$ cat config.mk
export PLATFORM = sky130hd
export DESIGN_NAME = burstSyncDeser
export DESIGN_NICKNAME = d
export VERILOG_FILES = /design/src/rtl/burstSyncPkg.sv /design/src/rtl/burstSyncData.sv /design/src/rtl/burstSyncCtrl.sv /design/src/rtl/burstSyncDeser.sv
export SDC_FILE = /design/constraint.sdc
export NUM_CORES = 1
export LEC_CHECK = 0
export BUFFER_PORTS_ARGS = -buffer_cell sky130_fd_sc_hd__buf_2
export CAP_MARGIN = 20
export CORE_UTILIZATION = 50
export DETAILED_ROUTE_END_ITERATION = 16
export PLACE_DENSITY = 0.68
export SYNTH_ARGS = -nofsm -noshare
export SYNTH_HDL_FRONTEND = slang
export SYNTH_HIERARCHICAL = 1
export SYNTH_SLANG_ARGS = --single-unit
$ cat constraint.sdc
create_clock -name clk -period 5.34 [get_ports clk]
set_input_delay 0 -clock clk [delete_from_list [all_inputs] [get_ports clk]]
set_output_delay 0 -clock clk [all_outputs]
set_load 0.1 [all_outputs]
$ cat src/rtl/burstSyncPkg.sv
package burstSyncPkg;

  typedef struct packed {
    logic shiftEn;
    logic latchEn;
    logic clearEn;
  } ctlStrobes_t;

  typedef enum logic {
    ST_RUN  = 1'b0,
    ST_SYNC = 1'b1
  } rxState_t;

endpackage

$ cat src/rtl/burstSyncData.sv
module burstSyncData
  import burstSyncPkg::*;
#(
  parameter int WORD_BITS   = 8,
  parameter int SYNC_STAGES = 2
) (
  input  logic                 clk,
  input  logic                 rstN,
  input  logic                 lineRaw,
  input  logic                 lineFilt,
  input  ctlStrobes_t          ctl,
  output logic                 rawRise,
  output logic                 rawLevel,
  output logic [WORD_BITS-1:0] wordOut,
  output logic                 wordValid
);

  localparam int LAST = SYNC_STAGES - 1;

  logic [SYNC_STAGES-1:0] rawSync;
  logic [SYNC_STAGES-1:0] filtSync;
  logic                   rawPrev;
  logic                   pendBit;
  logic [WORD_BITS-1:0]   chain;
  logic [WORD_BITS-1:0]   outReg;
  logic                   validReg;

  // synchronizer stages for both line copies
  for (genvar s = 0; s < SYNC_STAGES; s++) begin : g_sync
    if (s == 0) begin : g_first
      always_ff @(posedge clk) begin
        if (!rstN) begin
          rawSync[0]  <= 1'b0;
          filtSync[0] <= 1'b0;
        end else begin
          rawSync[0]  <= lineRaw;
          filtSync[0] <= lineFilt;
        end
      end
    end else begin : g_next
      always_ff @(posedge clk) begin
        if (!rstN) begin
          rawSync[s]  <= 1'b0;
          filtSync[s] <= 1'b0;
        end else begin
          rawSync[s]  <= rawSync[s-1];
          filtSync[s] <= filtSync[s-1];
        end
      end
    end
  end

  always_ff @(posedge clk) begin
    if (!rstN) rawPrev <= 1'b0;
    else       rawPrev <= rawSync[LAST];
  end

  assign rawLevel = rawSync[LAST];
  assign rawRise  = rawSync[LAST] & ~rawPrev;

  // data level captured at the edge that may become a strobe
  always_ff @(posedge clk) begin
    if (!rstN)        pendBit <= 1'b0;
    else if (rawRise) pendBit <= filtSync[LAST];
  end

  always_ff @(posedge clk) begin
    if (!rstN) begin
      chain    <= '0;
      outReg   <= '0;
      validReg <= 1'b0;
    end else begin
      validReg <= 1'b0;
      if (ctl.latchEn) begin
        outReg   <= {chain[WORD_BITS-2:0], pendBit};
        validReg <= 1'b1;
        chain    <= '0;
      end else if (ctl.clearEn) begin
        chain <= '0;
      end else if (ctl.shiftEn) begin
        chain <= {chain[WORD_BITS-2:0], pendBit};
      end
    end
  end

  assign wordOut   = outReg;
  assign wordValid = validReg;

  a_r6_latch_clears_chain: assert property (@(posedge clk) disable iff (!rstN)
    ctl.latchEn |=> (chain == '0) && validReg);

  a_r8_sync_clears_chain: assert property (@(posedge clk) disable iff (!rstN)
    (ctl.clearEn && !ctl.latchEn) |=> chain == '0);

  a_r7_output_holds: assert property (@(posedge clk) disable iff (!rstN)
    !ctl.latchEn |=> $stable(outReg));

  a_r5_valid_single: assert property (@(posedge clk) disable iff (!rstN)
    validReg |=> !validReg);

endmodule

$ cat src/rtl/burstSyncCtrl.sv
module burstSyncCtrl
  import burstSyncPkg::*;
#(
  parameter int WORD_BITS    = 8,
  parameter int BIT_CYCLES   = 250,
  parameter int GUARD_CYCLES = 16,
  parameter int QUIET_CYCLES = 250,
  parameter int BURST_EDGES  = 4
) (
  input  logic        clk,
  input  logic        rstN,
  input  logic        framedMode,
  input  logic        rawRise,
  input  logic        rawLevel,
  output ctlStrobes_t ctl
);

  localparam int GW = (GUARD_CYCLES > 1) ? $clog2(GUARD_CYCLES) : 1;
  localparam int WW = (BIT_CYCLES > 1) ? $clog2(BIT_CYCLES) : 1;
  localparam int QW = (QUIET_CYCLES > 1) ? $clog2(QUIET_CYCLES) : 1;
  localparam int EW = $clog2(BURST_EDGES + 1);
  localparam int CW = (WORD_BITS > 1) ? $clog2(WORD_BITS) : 1;

  localparam logic [GW-1:0] GUARD_LAST = GW'(GUARD_CYCLES - 1);
  localparam logic [WW-1:0] WIN_LAST   = WW'(BIT_CYCLES - 1);
  localparam logic [QW-1:0] QUIET_LAST = QW'(QUIET_CYCLES - 1);
  localparam logic [EW-1:0] EDGE_MAX   = EW'(BURST_EDGES);
  localparam logic [EW-1:0] EDGE_HIT   = EW'(BURST_EDGES - 1);
  localparam logic [CW-1:0] BIT_LAST   = CW'(WORD_BITS - 1);

  // strobe qualification
  logic          pendValid;
  logic          sawLow;
  logic [GW-1:0] guardCnt;
  logic          guardEnd;
  logic          commit;

  // burst window
  logic          winActive;
  logic [WW-1:0] winCnt;
  logic [EW-1:0] winEdges;
  logic          winEnd;
  logic          burstHit;

  // sync and position
  rxState_t      state;
  logic [QW-1:0] quietCnt;
  logic [CW-1:0] bitCnt;
  logic          commitOk;
  logic          lastBit;

  assign guardEnd = (guardCnt == GUARD_LAST);
  assign commit   = pendValid && guardEnd && !rawRise && (sawLow || !rawLevel);
  assign commitOk = commit && (state == ST_RUN);
  assign lastBit  = (bitCnt == BIT_LAST);

  assign winEnd   = (winCnt == WIN_LAST);
  assign burstHit = framedMode && rawRise && winActive && !winEnd && (winEdges >= EDGE_HIT);

  always_ff @(posedge clk) begin
    if (!rstN) begin
      pendValid <= 1'b0;
      sawLow    <= 1'b0;
      guardCnt  <= '0;
    end else if (rawRise) begin
      pendValid <= 1'b1;
      sawLow    <= 1'b0;
      guardCnt  <= '0;
    end else if (pendValid) begin
      if (!rawLevel) sawLow <= 1'b1;
      if (guardEnd) pendValid <= 1'b0;
      else          guardCnt  <= guardCnt + 1'b1;
    end
  end

  always_ff @(posedge clk) begin
    if (!rstN) begin
      winActive <= 1'b0;
      winCnt    <= '0;
      winEdges  <= '0;
    end else if (rawRise && (!winActive || winEnd)) begin
      winActive <= 1'b1;
      winCnt    <= '0;
      winEdges  <= EW'(1);
    end else if (winActive) begin
      if (winEnd) begin
        winActive <= 1'b0;
      end else begin
        winCnt <= winCnt + 1'b1;
        if (rawRise && (winEdges != EDGE_MAX)) winEdges <= winEdges + 1'b1;
      end
    end
  end

  always_ff @(posedge clk) begin
    if (!rstN) begin
      state    <= ST_RUN;
      quietCnt <= '0;
    end else if (burstHit) begin
      state    <= ST_SYNC;
      quietCnt <= '0;
    end else if (state == ST_SYNC) begin
      if (rawRise)         quietCnt <= '0;
      else if (quietCnt == QUIET_LAST) state <= ST_RUN;
      else                 quietCnt <= quietCnt + 1'b1;
    end
  end

  always_ff @(posedge clk) begin
    if (!rstN)         bitCnt <= '0;
    else if (burstHit) bitCnt <= '0;
    else if (commitOk) bitCnt <= lastBit ? '0 : bitCnt + 1'b1;
  end

  always_comb begin
    ctl         = '0;
    ctl.shiftEn = commitOk;
    ctl.latchEn = commitOk && lastBit;
    ctl.clearEn = burstHit;
  end

  a_r9_no_shift_while_sync: assert property (@(posedge clk) disable iff (!rstN)
    (state == ST_SYNC) |-> !ctl.shiftEn);

  a_r3_one_strobe_per_cluster: assert property (@(posedge clk) disable iff (!rstN)
    ctl.shiftEn |=> !ctl.shiftEn);

  a_r5_count_in_range: assert property (@(posedge clk) disable iff (!rstN)
    bitCnt <= BIT_LAST);

  a_r8_sync_entry: assert property (@(posedge clk) disable iff (!rstN)
    burstHit |=> (state == ST_SYNC) && (bitCnt == '0));

  a_r10_no_sync_unframed: assert property (@(posedge clk) disable iff (!rstN)
    !framedMode |-> !ctl.clearEn);

endmodule

$ cat src/rtl/burstSyncDeser.sv
module burstSyncDeser
  import burstSyncPkg::*;
#(
  parameter int WORD_BITS    = 8,
  parameter int BIT_CYCLES   = 250,
  parameter int GUARD_CYCLES = 16,
  parameter int QUIET_CYCLES = 250,
  parameter int BURST_EDGES  = 4,
  parameter int SYNC_STAGES  = 2
) (
  input  logic                 clk,
  input  logic                 rstN,
  input  logic                 framedMode,
  input  logic                 lineRaw,
  input  logic                 lineFilt,
  output logic [WORD_BITS-1:0] wordOut,
  output logic                 wordValid
);

  ctlStrobes_t ctl;
  logic        rawRise;
  logic        rawLevel;

  burstSyncData #(
    .WORD_BITS  (WORD_BITS),
    .SYNC_STAGES(SYNC_STAGES)
  ) i_data (
    .clk      (clk),
    .rstN     (rstN),
    .lineRaw  (lineRaw),
    .lineFilt (lineFilt),
    .ctl      (ctl),
    .rawRise  (rawRise),
    .rawLevel (rawLevel),
    .wordOut  (wordOut),
    .wordValid(wordValid)
  );

  burstSyncCtrl #(
    .WORD_BITS   (WORD_BITS),
    .BIT_CYCLES  (BIT_CYCLES),
    .GUARD_CYCLES(GUARD_CYCLES),
    .QUIET_CYCLES(QUIET_CYCLES),
    .BURST_EDGES (BURST_EDGES)
  ) i_ctrl (
    .clk       (clk),
    .rstN      (rstN),
    .framedMode(framedMode),
    .rawRise   (rawRise),
    .rawLevel  (rawLevel),
    .ctl       (ctl)
  );

endmodule

==> run_results.csv <==
group,metric,value,unit
run_status,status,"finished clean",
drt,ant_nets,0,
floorplan,rows,24,
critical_path,critPathArrivalTime,3.02,ns
critical_path,slowest_stage,"a2111oi_4",
sta,setup_viol,0,
critical_path,crit_path_cell_trace,"ha_1 > nand3_1 > a2111oi_4 > and2_1 > or3b_1 > nor2_2",
power_and_ir_drop,power_frac_seq,0.574,
yosys,synth-seq-cells,52,
yosys,syn_avg_cell_area,9.905,um2
yosys,synthesis.area,2377,um2
cts,cts_buffers,5,
cts,cts-root-buf,"clkbuf_8",
cts,clock_sinks,52,
sta,finalSetupTns,0,ns
floorplan,die_y,70.96,um
power_and_ir_drop,finalPower,0.0006922,W
critical_path,worstSetupPathType,"register to register",
drt,drtIter0Drc,91,
yosys,ys.flop_type,"dfxtp_1",
floorplan,die-area,5035,um2
critical_path,worstPathRequired,5.53,ns
cts,post_cts.repair.setup_buffers,0,
critical_path,r2r-start,"i_ctrl/guardCnt[0]$_SDFFE_PP0P_",
critical_path,cp-end-kind,"register",
cts,insertion_delay,0.30,ns
yosys,yosysUniqueCellTypes,52,
critical_path,critPathBufInv,0,
min_path,hold_path.class,"input pin to register",
drt,avgViaCountPerCell,5.421,
finish,diodes,0,
sta,worstMarginPinSlew,0.9819,ns
cts,htree_levels,2,
min_path,hp-start,"framedMode",
power_and_ir_drop,p_int,0.0005413,W
drt,num_vias,1648,
power_and_ir_drop,p_comb_frac,0.040,
placed_design,place_hpwl,2781,um
yosys,syn_inst,240,
critical_path,r2r.worst_path.cells,6,
yosys,async_reset_ff_frac,0,
drt,remaining_drc_errors,0,
sta,fin_crit_sh,0.5301,
drt,firstDrtPassIters,6,
sta,fmax,353.2,MHz
global_route,antenna_found_initial,0,
critical_path,cp_max_fo,11,
cts,cts.repair.resized,0,
yosys,synth-edff-count,0,
floorplan,initial_core_util,0.5313,
critical_path,critical-path-max-stage-delay,0.86,ns
finish,syn_to_final_growth,7.684,%
power_and_ir_drop,switching_share,0.2180,
critical_path,cp_top_family,"simple AND/OR/NAND/NOR gates",
cts,path_clk_slew,0.09,ns
yosys,ys_warn_count,6,
cts,clock_path_buffers,2,
yosys,synth_nets,255,
cts,cts_tree,"yes",
sta,fin_crit,2.831,ns
sta,fin_skew,0.007986,ns
placed_design,gp_congestion,0.8595,
global_route,grt_pass1_wl,7044,um
finish,fillers,411,
floorplan,io_pins,14,
sta,maxSlewViolCount,0,
drt,wl_per_cell,13.00,um
finish,layout-drive-gt1-share,0.1746,
global_route,overflow,0,
power_and_ir_drop,vdd_ir_drop_max,0.1752,mV
job,cap_violations,0,
min_path,whs_path_depth,4,
placed_design,port_buffers,13,
floorplan,fp.dieW,70.96,um
yosys,yosysSeqAreaShare,0.4379,
global_route,grt_max_degree,25,
critical_path,r2r-end,"i_data/chain[3]$_SDFFE_PP0P_",
min_path,min_to,"i_ctrl/state$_SDFF_PN0_",
global_route,grt_usage,0.1782,
sta,hold_viol,0,
global_route,grt_pass1_vias,1596,
finish,final_nets,266,
finish,fin_util,0.5721,
sta,max_slew_margin,0.3415,
power_and_ir_drop,p_leak,0.9231,nW
sta,grt_setup_unrepaired,"no",
drt,routed_wirelength,3953,um
power_and_ir_drop,clkPwrFrac,0.387,
critical_path,reg2reg_slack,2.51,ns
power_and_ir_drop,power.density,270.4,nW/um2
floorplan,core,4474,um2
power_and_ir_drop,p_sw,0.0001509,W
critical_path,cp-start-kind,"register",
-- what timing repair did --
action / in CTS / in global routing
hold buffers: 2 / 0
endpoints found under the hold margin: 2 / 0
setup endpoints to repair: 0 / 0
-- sequential cells by signal, summed over array words and instances (netlist names), 2 cells and up --
| name | count |
|---|---|
| i_ctrl/bitCnt | 3 |
| i_ctrl/guardCnt | 4 |
| i_ctrl/quietCnt | 8 |
| i_ctrl/winCnt | 8 |
| i_ctrl/winEdges | 3 |
| i_data/chain | 7 |
| i_data/filtSync | 2 |
| i_data/wordOut | 8 |
-- worst max path at each step --
stage | endpoint | slack, ns | depth (start not counted) | startpoint
floorplan | i_data/chain[2]$_SDFFE_PP0P_ | 3.26 | 7 | i_ctrl/guardCnt[0]$_SDFFE_PP0P_
global placement | i_data/chain[3]$_SDFFE_PP0P_ | 2.57 | 6 | i_data/rawLevel$_SDFF_PN0_
detailed placement | i_data/chain[3]$_SDFFE_PP0P_ | 2.51 | 6 | i_ctrl/guardCnt[0]$_SDFFE_PP0P_
CTS | i_data/chain[3]$_SDFFE_PP0P_ | 2.49 | 6 | i_ctrl/guardCnt[0]$_SDFFE_PP0P_
global route | i_data/chain[3]$_SDFFE_PP0P_ | 2.23 | 6 | i_ctrl/guardCnt[0]$_SDFFE_PP0P_
finish | i_data/chain[3]$_SDFFE_PP0P_ | 2.51 | 6 | i_ctrl/guardCnt[0]$_SDFFE_PP0P_
-- cell usage in the layout (no fill, tap or decap), types with 2 or more instances in the layout --
cell type      Yosys  final
a21o_1             2      2
a21oi_1            9      9
a21oi_2            5      5
a31oi_1            2      2
and2_1             6      6
and3_1             2      2
buf_2              2     13
clkbuf_8           0      5
dfxtp_1           52     52
dlygate4sd3_1      0      2
ha_1              10     10
inv_1             10     10
mux2i_1           20     20
nand2_1           17     17
nand2b_1           2      2
nand3_1            6      6
nand3b_1           2      2
nand4_1            5      5
nor2_1            17     17
nor2_2             6      6
nor2b_1           10     10
nor3_1             4      4
o21a_1             2      2
o21ai_0            5      5
o31ai_1            2      2
or3_1              4      4
xnor2_1            2      2
xor2_1             5      5
-- synth_stat cells (4+ instances only) --
cell / number / share of area
nor3_1: 4 / 0.0084
and2_1: 6 / 0.016
nand2_1: 17 / 0.027
nor2_1: 17 / 0.027
nor2_2: 6 / 0.016
mux2i_1: 20 / 0.084
a21oi_2: 5 / 0.018
or3_1: 4 / 0.011
ha_1: 10 / 0.053
nand4_1: 5 / 0.013
nand3_1: 6 / 0.013
o21ai_0: 5 / 0.011
dfxtp_1: 52 / 0.44
xor2_1: 5 / 0.018
nor2b_1: 10 / 0.026
a21oi_1: 9 / 0.019
inv_1: 10 / 0.016
-- worst reg2reg max path, cell delays in order, from the launching register on --
cell	delay, ns
dfxtp_1	0.37
ha_1	0.20
nand3_1	0.19
a2111oi_4	0.86
and2_1	0.58
or3b_1	0.45
nor2_2	0.08
-- layout make-up --
class | instances | area, um2 | share of cell area
tap | 52 | 65.06 | 0.02542
multi-input combinational | 167 | 1220 | 0.4765
clock inverter | 3 | 42.54 | 0.01662
clock buffer | 5 | 68.82 | 0.02688
inverter | 10 | 37.54 | 0.01466
sequential | 52 | 1041 | 0.4066
timing repair buffer | 15 | 85.08 | 0.03324
-- power groups by stage --
stage | sequential (W) | clock, W | combinational, W
final | 0.000397 | 0.000268 | 0.0000276
after global routing | 0.000398 | 0.000289 | 0.0000313
after CTS | 0.000397 | 0.000276 | 0.0000278
after detailed placement | 0.000406 | 0 | 0.0000265
after global placement | 0.000406 | 0 | 0.0000262
after floorplan | 0.000405 | 0 | 0.0000214
-- routing by layer --
layer | vias up | routed length [um] | global-route usage
met4 | 0 | 37 | 0.06667
met2 | 32 | 1698 | 0.2863
met3 | 4 | 126 | 0.04416
li1 | 859 | - | -
met5 | - | 0 | 0
met1 | 753 | 2090 | 0.2324
-- through the flow --
| stage | setup slack, ns | instances | area (um2) | hold slack [ns] |
|---|---|---|---|---|
| final | 2.509 | 304 | 2560 | 0.08684 |
| after global routing | 2.233 | 304 | 2560 | 0.1114 |
| after CTS | 2.492 | 304 | 2560 | 0.07875 |
| after detailed placement | 2.511 | 294 | 2429 | 0.2180 |
| after global placement | 2.575 | 294 | 2429 | 0.2101 |
| after floorplan | 3.263 | 240 | 2377 | 0.1177 |
-- logic make-up (layout without fill, tap and decap cells) --
group           after synthesis  in the layout  share of synthesized area
mux                          20             20                    0.08421
simple gates                 90             90                     0.2111
xor+xnor                      7              7                    0.02579
fa+ha+maj                    10             10                    0.05263
compound gates               40             40                     0.1395
buf+inv                      21             33                    0.04895
flops                        52             52                     0.4379
Power figures use the tool's default switching activity.
